[src/rtl/i3c_bccc_pkg.sv]
package i3c_bccc_pkg;

  typedef enum logic [1:0] {
    BOP_START = 2'd0,
    BOP_ADDR  = 2'd1,
    BOP_DATA  = 2'd2,
    BOP_STOP  = 2'd3
  } bus_op_e;

  localparam logic [3:0] ST_OK        = 4'd0;
  localparam logic [3:0] ST_ADDR_NACK = 4'd1;
  localparam logic [3:0] ST_REJECT    = 4'd2;

  localparam logic [6:0] BCAST_ADDR = 7'h7E;

  typedef struct packed {
    logic        present;
    logic        directed;
    logic [6:0]  ccc;
    logic [2:0]  mode;
    logic        rd;
    logic        imm;
    logic [2:0]  imm_cnt;
    logic [15:0] len;
    logic [31:0] imm_data;
  } desc_t;

  function automatic logic odd_tbit(input logic [7:0] b);
    return ~(^b);
  endfunction

  function automatic logic [7:0] hdr_byte();
    return {BCAST_ADDR, 1'b0};
  endfunction

  function automatic logic [7:0] ccc_byte(input logic [6:0] code);
    return {1'b0, code};
  endfunction

  function automatic logic rejected(input desc_t d);
    return d.directed | d.rd | (d.mode != 3'd0);
  endfunction

endpackage

[src/rtl/i3c_bccc_decode.sv]
module i3c_bccc_decode
  import i3c_bccc_pkg::*;
#(
  parameter int CMD_W = 64
) (
  input  logic [CMD_W-1:0] cmd_word,
  output desc_t            desc,
  output logic             reject
);
  always_comb begin
    desc.imm      = cmd_word[0];
    desc.present  = cmd_word[3];
    desc.ccc      = cmd_word[13:7];
    desc.directed = cmd_word[14];
    desc.mode     = cmd_word[23:21];
    desc.rd       = cmd_word[24];
    desc.imm_cnt  = cmd_word[27:25];
    desc.len      = cmd_word[47:32];
    desc.imm_data = cmd_word[63:32];
  end

  assign reject = rejected(desc);
endmodule

[src/rtl/i3c_bccc_payload.sv]
module i3c_bccc_payload #(
  parameter int LEN_W     = 16,
  parameter int IMM_BYTES = 4
) (
  input  logic                   clk,
  input  logic                   rst_n,
  input  logic                   load,
  input  logic                   load_imm,
  input  logic [LEN_W-1:0]       load_len,
  input  logic [8*IMM_BYTES-1:0] load_data,
  input  logic                   fetch,
  input  logic                   advance,
  input  logic                   tx_empty,
  input  logic [7:0]             tx_data,
  output logic                   tx_pop,
  output logic                   avail,
  output logic [7:0]             cur_byte,
  output logic                   none,
  output logic                   last,
  output logic [LEN_W-1:0]       sent
);
  localparam int IDX_W = (IMM_BYTES > 1) ? $clog2(IMM_BYTES) : 1;
  localparam logic [LEN_W-1:0] IMM_LIM = LEN_W'(IMM_BYTES);

  logic                   imm_q;
  logic [LEN_W-1:0]       len_q;
  logic [8*IMM_BYTES-1:0] imm_data_q;
  logic [LEN_W-1:0]       sent_q;
  logic [7:0]             byte_q;
  logic [7:0]             imm_b [IMM_BYTES];
  logic [LEN_W-1:0]       sent_nx;

  for (genvar g = 0; g < IMM_BYTES; g++) begin : g_unpack
    assign imm_b[g] = imm_data_q[8*g +: 8];
  end

  assign sent_nx = sent_q + 1'b1;
  assign avail   = imm_q ? (sent_q < IMM_LIM) : !tx_empty;
  assign tx_pop  = fetch && !imm_q && !tx_empty;
  assign none    = (len_q == '0);
  assign last    = (sent_nx == len_q);
  assign sent    = sent_q;
  assign cur_byte = byte_q;

  always_ff @(posedge clk) begin
    if (!rst_n) begin
      imm_q      <= 1'b0;
      len_q      <= '0;
      imm_data_q <= '0;
      sent_q     <= '0;
      byte_q     <= '0;
    end else begin
      if (load) begin
        imm_q      <= load_imm;
        len_q      <= load_len;
        imm_data_q <= load_data;
        sent_q     <= '0;
      end else if (advance) begin
        sent_q <= sent_nx;
      end
      if (fetch && avail)
        byte_q <= imm_q ? imm_b[sent_q[IDX_W-1:0]] : tx_data;
    end
  end
endmodule

[src/rtl/i3c_bccc_seq.sv]
module i3c_bccc_seq
  import i3c_bccc_pkg::*;
#(
  parameter int LEN_W     = 16,
  parameter int IMM_BYTES = 4,
  parameter int CMD_W     = 64,
  parameter int STAT_W    = 4
) (
  input  logic                      clk,
  input  logic                      rst_n,
  input  logic                      cmd_valid,
  output logic                      cmd_ready,
  input  logic [CMD_W-1:0]          cmd_word,
  input  logic                      tx_empty,
  input  logic [7:0]                tx_data,
  output logic                      tx_pop,
  output logic                      bus_req,
  output logic [1:0]                bus_op,
  output logic [7:0]                bus_byte,
  output logic                      bus_tbit,
  input  logic                      bus_done,
  input  logic                      bus_nack,
  output logic                      resp_push,
  output logic [LEN_W+16-1:0]       resp_word,
  input  logic                      resp_full,
  input  logic                      resume
);
  localparam int PAD_W = 16 - STAT_W;

  typedef enum logic [3:0] {
    S_IDLE, S_START, S_ADDR, S_CCC, S_FETCH, S_DATA, S_STOP, S_RESP, S_HALT
  } state_e;

  state_e              st;
  logic [6:0]          ccc_q;
  logic [STAT_W-1:0]   stat_q;
  logic                halt_pend;

  desc_t               desc;
  logic                reject;
  logic [LEN_W-1:0]    eff_len;

  logic                pay_avail;
  logic [7:0]          pay_byte;
  logic                pay_none;
  logic                pay_last;
  logic [LEN_W-1:0]    pay_sent;

  // named events for the checker
  logic ev_accept;
  logic ev_halted;
  logic ev_addr_nack;
  logic ev_byte_sent;
  logic ev_fetch;

  i3c_bccc_decode #(.CMD_W(CMD_W)) u_dec (
    .cmd_word (cmd_word),
    .desc     (desc),
    .reject   (reject)
  );

  assign eff_len = desc.imm ? LEN_W'(desc.imm_cnt) : LEN_W'(desc.len);

  assign cmd_ready    = (st == S_IDLE);
  assign ev_accept    = cmd_valid && cmd_ready;
  assign ev_halted    = (st == S_HALT);
  assign ev_addr_nack = (st == S_ADDR) && bus_done && bus_nack;
  assign ev_byte_sent = (st == S_DATA) && bus_done;
  assign ev_fetch     = (st == S_FETCH);

  i3c_bccc_payload #(.LEN_W(LEN_W), .IMM_BYTES(IMM_BYTES)) u_pay (
    .clk       (clk),
    .rst_n     (rst_n),
    .load      (ev_accept),
    .load_imm  (desc.imm),
    .load_len  (eff_len),
    .load_data (desc.imm_data[8*IMM_BYTES-1:0]),
    .fetch     (ev_fetch),
    .advance   (ev_byte_sent),
    .tx_empty  (tx_empty),
    .tx_data   (tx_data),
    .tx_pop    (tx_pop),
    .avail     (pay_avail),
    .cur_byte  (pay_byte),
    .none      (pay_none),
    .last      (pay_last),
    .sent      (pay_sent)
  );

  always_ff @(posedge clk) begin
    if (!rst_n) begin
      st        <= S_IDLE;
      ccc_q     <= '0;
      stat_q    <= ST_OK;
      halt_pend <= 1'b0;
    end else begin
      unique case (st)
        S_IDLE: if (ev_accept && desc.present) begin
          halt_pend <= 1'b0;
          ccc_q     <= desc.ccc;
          if (reject) begin
            stat_q <= ST_REJECT;
            st     <= S_RESP;
          end else begin
            stat_q <= ST_OK;
            st     <= S_START;
          end
        end
        S_START: if (bus_done) st <= S_ADDR;
        S_ADDR: if (bus_done) begin
          if (bus_nack) begin
            stat_q    <= ST_ADDR_NACK;
            halt_pend <= 1'b1;
            st        <= S_STOP;
          end else begin
            st <= S_CCC;
          end
        end
        S_CCC:   if (bus_done) st <= pay_none ? S_STOP : S_FETCH;
        S_FETCH: if (pay_avail) st <= S_DATA;
        S_DATA:  if (bus_done) st <= pay_last ? S_STOP : S_FETCH;
        S_STOP:  if (bus_done) st <= S_RESP;
        S_RESP:  if (!resp_full) st <= halt_pend ? S_HALT : S_IDLE;
        S_HALT:  if (resume) st <= S_IDLE;
        default: st <= S_IDLE;
      endcase
    end
  end

  always_comb begin
    bus_req  = 1'b0;
    bus_op   = BOP_START;
    bus_byte = 8'h00;
    unique case (st)
      S_START: begin bus_req = 1'b1; bus_op = BOP_START; end
      S_ADDR:  begin bus_req = 1'b1; bus_op = BOP_ADDR; bus_byte = hdr_byte(); end
      S_CCC:   begin bus_req = 1'b1; bus_op = BOP_DATA; bus_byte = ccc_byte(ccc_q); end
      S_DATA:  begin bus_req = 1'b1; bus_op = BOP_DATA; bus_byte = pay_byte; end
      S_STOP:  begin bus_req = 1'b1; bus_op = BOP_STOP; end
      default: ;
    endcase
  end

  assign bus_tbit  = (bus_op == BOP_DATA) ? odd_tbit(bus_byte) : 1'b0;
  assign resp_push = (st == S_RESP);
  assign resp_word = {pay_sent, {PAD_W{1'b0}}, stat_q};
endmodule

[config.mk]
export PLATFORM = sky130hd
export DESIGN_NAME = i3c_bccc_seq
export DESIGN_NICKNAME = d
export VERILOG_FILES = /design/src/rtl/i3c_bccc_pkg.sv /design/src/rtl/i3c_bccc_decode.sv /design/src/rtl/i3c_bccc_payload.sv /design/src/rtl/i3c_bccc_seq.sv
export SDC_FILE = /design/constraint.sdc
export NUM_CORES = 1
export LEC_CHECK = 0
export CAP_MARGIN = 30
export CORE_MARGIN = 2
export CORE_UTILIZATION = 55
export CTS_BUF_LIST = sky130_fd_sc_hd__clkbuf_16
export DETAILED_ROUTE_END_ITERATION = 7
export PLACE_DENSITY = 0.95
export SLEW_MARGIN = 20
export SYNTH_ARGS = -nofsm -noshare
export SYNTH_HDL_FRONTEND = slang
export SYNTH_HIERARCHICAL = 1
export SYNTH_SLANG_ARGS = --single-unit
[constraint.sdc]
create_clock -name clk -period 7.3 [get_ports clk]
set_clock_uncertainty 0.2 [all_clocks]
set_input_delay 1.095 -clock clk [delete_from_list [all_inputs] [get_ports clk]]
set_output_delay 1.095 -clock clk [all_outputs]
set_load 0.01 [all_outputs]
# Yosys cells after proc, flatten, opt, wreduce, memory -nomap -nowiden
# Index checks and enable logic that the tools add are counted.
[totals] reg_bits=89 output_inout_bits=47 input_bits=80 word_cells=90
[op_classes] addsub=1 bitwise_logic=5 eq_ne=20 n_lt_le_gt_ge=2 n_mux=34 n_reduce_logical=19
[ops] operator="4-bit 2-to-1 mux" n=13
[ops] operator="4-bit one-hot mux with 9 select lines" n=1
[ops] operator="8-bit 2-to-1 mux" n=3
[ops] operator="8-bit one-hot mux with 3 select lines" n=1
[ops] operator="2-bit inequality test (second input constant)" n=9
[ops] operator="16-bit by 1-bit adder with 16-bit output (second input constant)" n=1
[ops] operator="8-bit binary-select mux with 2-bit select" n=1
[ops] operator="16-bit == test" n=1
[ops] operator="4-bit by 3-bit == test with 1-bit output (second input constant)" n=4
[ops] operator="16-bit zero test" n=1
[ops] operator="16-bit by 3-bit less-than comparator with 1-bit output (second input constant)" n=1
[ops] operator="16-bit 2-to-1 mux" n=1
[ops] operator="9-bit AND reduction" n=1
[ops] operator="4-bit by 2-bit == test with 1-bit output (second input constant)" n=2
[ops] operator="4-bit one-hot mux with 2 select lines" n=1
[ops] operator="8-bit parity" n=1
[ops] operator="1-bit logical AND" n=6
[ops] operator="1-bit 2-to-1 mux" n=6
[ops] operator="2-bit 2-to-1 mux" n=3
[ops] operator="3-bit 2-to-1 mux" n=2
[ops] operator="2-bit one-hot mux with 3 select lines" n=1
[ops] operator="5-bit OR reduction" n=1
[ops] operator="4-bit by 1-bit == test with 1-bit output (second input constant)" n=1
[ops] operator="4-bit == test (second input constant)" n=1
[ops] operator="14 further kinds" n=18

# Logic depth before layout (Yosys ltp)
[depth] ltp_word=5 depth_mapped=11 depth_no_buf=10

# Modules after synthesis
# The synthesis kept the hierarchy.
[modules_own_cells] mod="i3c_bccc_payload" seq_area_each_um2=1461.4 area_per_inst_um2=3590.9 n_inst=1 cells_each=376
[modules_own_cells] mod="i3c_bccc_seq" seq_area_each_um2=260.2 area_per_inst_um2=1229.9 n_inst=1 cells_each=154
[modules_own_cells] mod="i3c_bccc_decode" seq_area_each_um2=0.0 area_per_inst_um2=500.5 n_inst=1 cells_each=68

# Least setup slack after synthesis
# Ideal clock, no wire load.
[synth_path] path_type="flip-flop to output port" startpoint="reg st[1]" endpoint="out bus_tbit" path_buffers=2 arrival_ps=1835 required_time_ps=6005 stages_incl_launch_ff=9 setup_slack_ps=4170 path_cell_list="dfxtp_1 buf_6 and3b_1 buf_4 nand2_1 a21oi_1 xnor3_1 xnor3_1 nor3_2"
[synth_via] elab_chain_len=5 word_cells_on_any_way=11
[synth_rtl] element="from (decl)" line_no="i3c_bccc_seq.sv:34" source="state_e st;"
[synth_rtl] element="from (signal assigned)" line_no="i3c_bccc_seq.sv:119" source="S_CCC: if (bus_done) st <= pay_none ? S_STOP : S_FETCH;"
[synth_rtl] element="from (signal assigned)" line_no="i3c_bccc_seq.sv:121" source="S_DATA: if (bus_done) st <= pay_last ? S_STOP : S_FETCH;"
[synth_rtl] element="from (signal assigned)" line_no="i3c_bccc_seq.sv:123" source="S_RESP: if (!resp_full) st <= halt_pend ? S_HALT : S_IDLE;"
[synth_rtl] element="4-bit by 3-bit == test with 1-bit output or 4-bit by 2-bit == test with 1-bit output (tied branches)" line_no="i3c_bccc_seq.sv:134" source="unique case (st)"
[synth_rtl] element="8-bit one-hot mux with 3 select lines *" line_no="i3c_bccc_seq.sv:134"
[synth_rtl] element="named net bus_byte[4]" line_no="i3c_bccc_seq.sv:19" source="output logic [7:0] bus_byte,"
[synth_rtl] element="8-bit parity *" line_no="i3c_bccc_pkg.sv:29" source="return ~(^b);"
[synth_rtl] element="1-bit inverter *" line_no="i3c_bccc_pkg.sv:29"
[synth_rtl] element="1-bit 2-to-1 mux *" line_no="i3c_bccc_seq.sv:144" source="assign bus_tbit = (bus_op == BOP_DATA) ? odd_tbit(bus_byte) : 1'b0;"
[synth_rtl] element="to (decl)" line_no="i3c_bccc_seq.sv:20" source="output logic bus_tbit,"
# Mark *: on every way through the listed nets, which the timed path passes. The rest lies on a longest branch.

# Worst setup path in the final report
[layout_path] startpoint="reg st[2]" endpoint="out bus_tbit"
[layout_via] elab_chain_len=5 word_cells_on_any_way=11
[layout_rtl] element="4-bit by 3-bit == test with 1-bit output or 4-bit by 2-bit == test with 1-bit output (tied branches)" line_no="i3c_bccc_seq.sv:134"
[layout_rtl] element="2-bit OR reduction (no line) or 8-bit one-hot mux with 3 select lines (tied branches)"
[layout_rtl] element="2-bit one-hot mux with 3 select lines or 8-bit parity (tied branches)" line_no="i3c_bccc_seq.sv:134, i3c_bccc_pkg.sv:29"
[layout_rtl] element="2-bit == test or 1-bit inverter (tied branches)" line_no="i3c_bccc_seq.sv:144, i3c_bccc_pkg.sv:29"
[layout_rtl] element="1-bit 2-to-1 mux *" line_no="i3c_bccc_seq.sv:144"
# Every way passes the cells marked *; elsewhere a longest branch is shown, timed or not.

==> implementation parameters <==
Parameter                              Value

Outcome
  Run status    finished, final reports clean

Layout
  Share of cells above drive strength 1    ~8%
  Final net count    685
  Number of diodes added for antenna fixing    0
  Utilization of the core after routing    between 60% and 70%
  Sequential standard cell area    0.00172 sq mm
  Commonest non-fill, non-tap cell in the layout    sky130_fd_sc_hd__clkdlybuf4s50_1
  Area added between synthesis and finish    15.2%
  Post-route insts no fill    roughly 740
  # fillers    between 700 and 800
  Commonest non-fill, non-tap cells in the layout    sky130_fd_sc_hd__clkdlybuf4s50_1 (97), sky130_fd_sc_hd__dfxtp_1 (86), sky130_fd_sc_hd__nor2_1 (78)
  Multi-input combinational cell area    ~0.0028 sq mm

Clock tree
  Master cell of the clock root buffer    sky130_fd_sc_hd__clkbuf_16
  Total of cells resized after clock tree synthesis    0
  Number of buffers inserted by hold repair at cts    0
  Maximum clock path buffer count    2
  Setup bufs post-CTS    0
  Clock H-tree levels    3
  Clock tree from TritonCTS    done
  Clk_lat worst skew    around 340 ps
  Number of clock buffers inserted by TritonCTS    9
  Clock slew at reported path FFs    60 ps
  Clock Sink Count    86

Power
  Power per cell area    approximately 300 mW/mm^2
  Leak pwr    approximately 2.1 nW
  Switching Fraction    approximately a third
  Clock share of power    a little over a quarter
  Reported net switching power    roughly 600 uW
  Share of power burned in combinational logic    a little under two fifths
  Internal power    around 1.2 mW
  Total chip power    roughly 1.8 mW
  Worst vdd rail ir drop    around 0.16 mV
  Part of the power in registers    34.2%

Global routing
  Number of global-route vias before repair    roughly 4000
  Routing usage on met2    41.3%
  Antenna violations before repair    0
  Total routing resource utilization after global routing    a little under a quarter
  GR Overflow Total    0
  Wire length of the first global-routing pass    ~19 mm
  Most used routing layer    met2
  Fraction of met1 tracks used by global routing    between 20% and 30%
  Met3 track utilization from global routing    3.76%
  Maximum number of pins on one net before global-route repair    51

Timing
  Fin crit period    roughly 4400 ps
  Total negative setup slack    0 ps
  Number of pins with negative max-slew slack in the final report    0
  Endpoints failing setup    0
  Relative slew slack    a little under half
  Share of the clock period used by the worst path after layout    60.0%
  Slew of the pin with the lowest slew margin    801 ps
  Achievable frequency    around 0.23 GHz
  RSZ-0062 raised after global routing    no
  Hold violation count in the final report    0

Critical path
  Sort of element at the end of the critical path    primary output
  CP max stage cell    sky130_fd_sc_hd__dfxtp_1
  Critical-path cell list    and3b_1 > nand2_1 > a21oi_1 > xnor2_1 > xnor3_1 > nor3_2 > clkdlybuf4s50_1
  Depth of the worst register-to-register path    10
  Setup Crit Path Kind    reg2out
  Worst endpoint data arrival time    3080 ps
  Crit path largest cell delay    700 ps
  Critical Path Start Type    flop
  Data required time of the worst path    roughly 6000 ps
  Cell class contributing the biggest share of worst-path delay    flip-flops
  Number of buffer and inverter instances along the worst setup path    1
  Critical path depth    7
  Critical-path maximum fanout    16

Routing
  DRC violation count after routing    0
  Final Routed Wirelength    12.2 mm
  DR vias    between 4000 and 5000
  Starting DRT DRC Count    between 150 and 200
  DR WL/cell    16.5 microns
  TritonRoute pass-1 iters    5
  Count of antenna-violating nets left after detailed routing    0
  Mean number of vias per cell    5.61

Placed design
  Detailed-placement wirelength estimate    8.86 mm
  Number of cells in the design after placement    just over 700
  Port-buffer cells    97
  Routability Congestion    approximately 0.95

Logic synthesis
  Post-Syn Area    ~0.0053 sq mm
  Warnings from Yosys    6
  Post-Syn Instances    593
  Per-instance average area after synthesis    about 8.9 sq um

Floorplanning
  Area inside the core boundary    0.00928 sq mm
  Die area    0.0104 sq mm
  Row count    35
  Initial Util    a little under three fifths
  DIE HEIGHT    between 100 and 150 microns
  Die span in x    ~100 microns
  Boundary pin count    about 130

Min path
  Type of the tightest min-delay check    reg2reg
  Count of cells along the worst hold path    2

Job
  Max-cap check violation count    0
## cell type report
cell class | instances | area share [%]
Tap cell | 129 | 2.65
Inverter | 6 | 0.370
Clock inverter | 7 | 1.60
Multi-Input combinational cell | 399 | 46.7
Sequential cell | 86 | 28.3
Clock buffer | 9 | 3.70
Timing Repair Buffer | 102 | 16.7
## worst reg2reg max path: stages, from the launching register on
cell and delay [ps]:
sky130_fd_sc_hd__dfxtp_1 780, sky130_fd_sc_hd__ha_1 480, sky130_fd_sc_hd__nand3_4 180, sky130_fd_sc_hd__nor4_4 340, sky130_fd_sc_hd__xnor2_1 110, sky130_fd_sc_hd__nor4_2 260, sky130_fd_sc_hd__o221ai_1 180, sky130_fd_sc_hd__a2111oi_2 330
sky130_fd_sc_hd__o21ai_0 140, sky130_fd_sc_hd__a2111oi_0 440, sky130_fd_sc_hd__o21a_1 180
## stage by stage
step | setup WS, ps | area, sq um | hold WS [ps]
6_report | 2920 | 6090 | 295
2_1_floorplan | 4170 | 5330 | 255
4_1_cts | 2950 | 6070 | 295
5_1_grt | 2760 | 6090 | 309
3_3_place_gp | 3460 | 5740 | 268
3_5_place_dp | 3320 | 5750 | 281
## path summary, 6_finish.rpt
kind	startpoint	end	slack, ps
setup / recovery	st[2]	bus_tbit	2920
hold / removal	u_pay/imm_data_q[28]	u_pay/imm_data_q[28]	290
setup reg to reg	u_pay/sent[1]	st[1]	3650
hold reg to reg	u_pay/imm_data_q[28]	u_pay/imm_data_q[28]	290
## state kept, by name, summed over array words and instances (netlist names)
register / count
u_pay/len_q: 16
st: 4
u_pay/cur_byte: 8
u_pay/imm_q: 1
ccc_q: 7
u_pay/imm_data_q: 32
stat_q: 2
u_pay/sent: 16
## metal layers
metal  part of all wire (%)  vias up
li1                       -     1981
met1                     43     1968
met2                     50      175
met3                    5.6       19
met4                    1.6        0
met5                      0        -
## power by group through the flow
stage	logic [mW]	clock network, mW	registers, mW
6_report	0.690	0.492	0.616
3_5_place_dp	0.674	0	0.625
3_3_place_gp	0.643	0	0.620
2_1_floorplan	0.558	0	0.579
5_1_grt	0.737	0.514	0.625
4_1_cts	0.683	0.499	0.616
(Power assumes the default switching activity.)
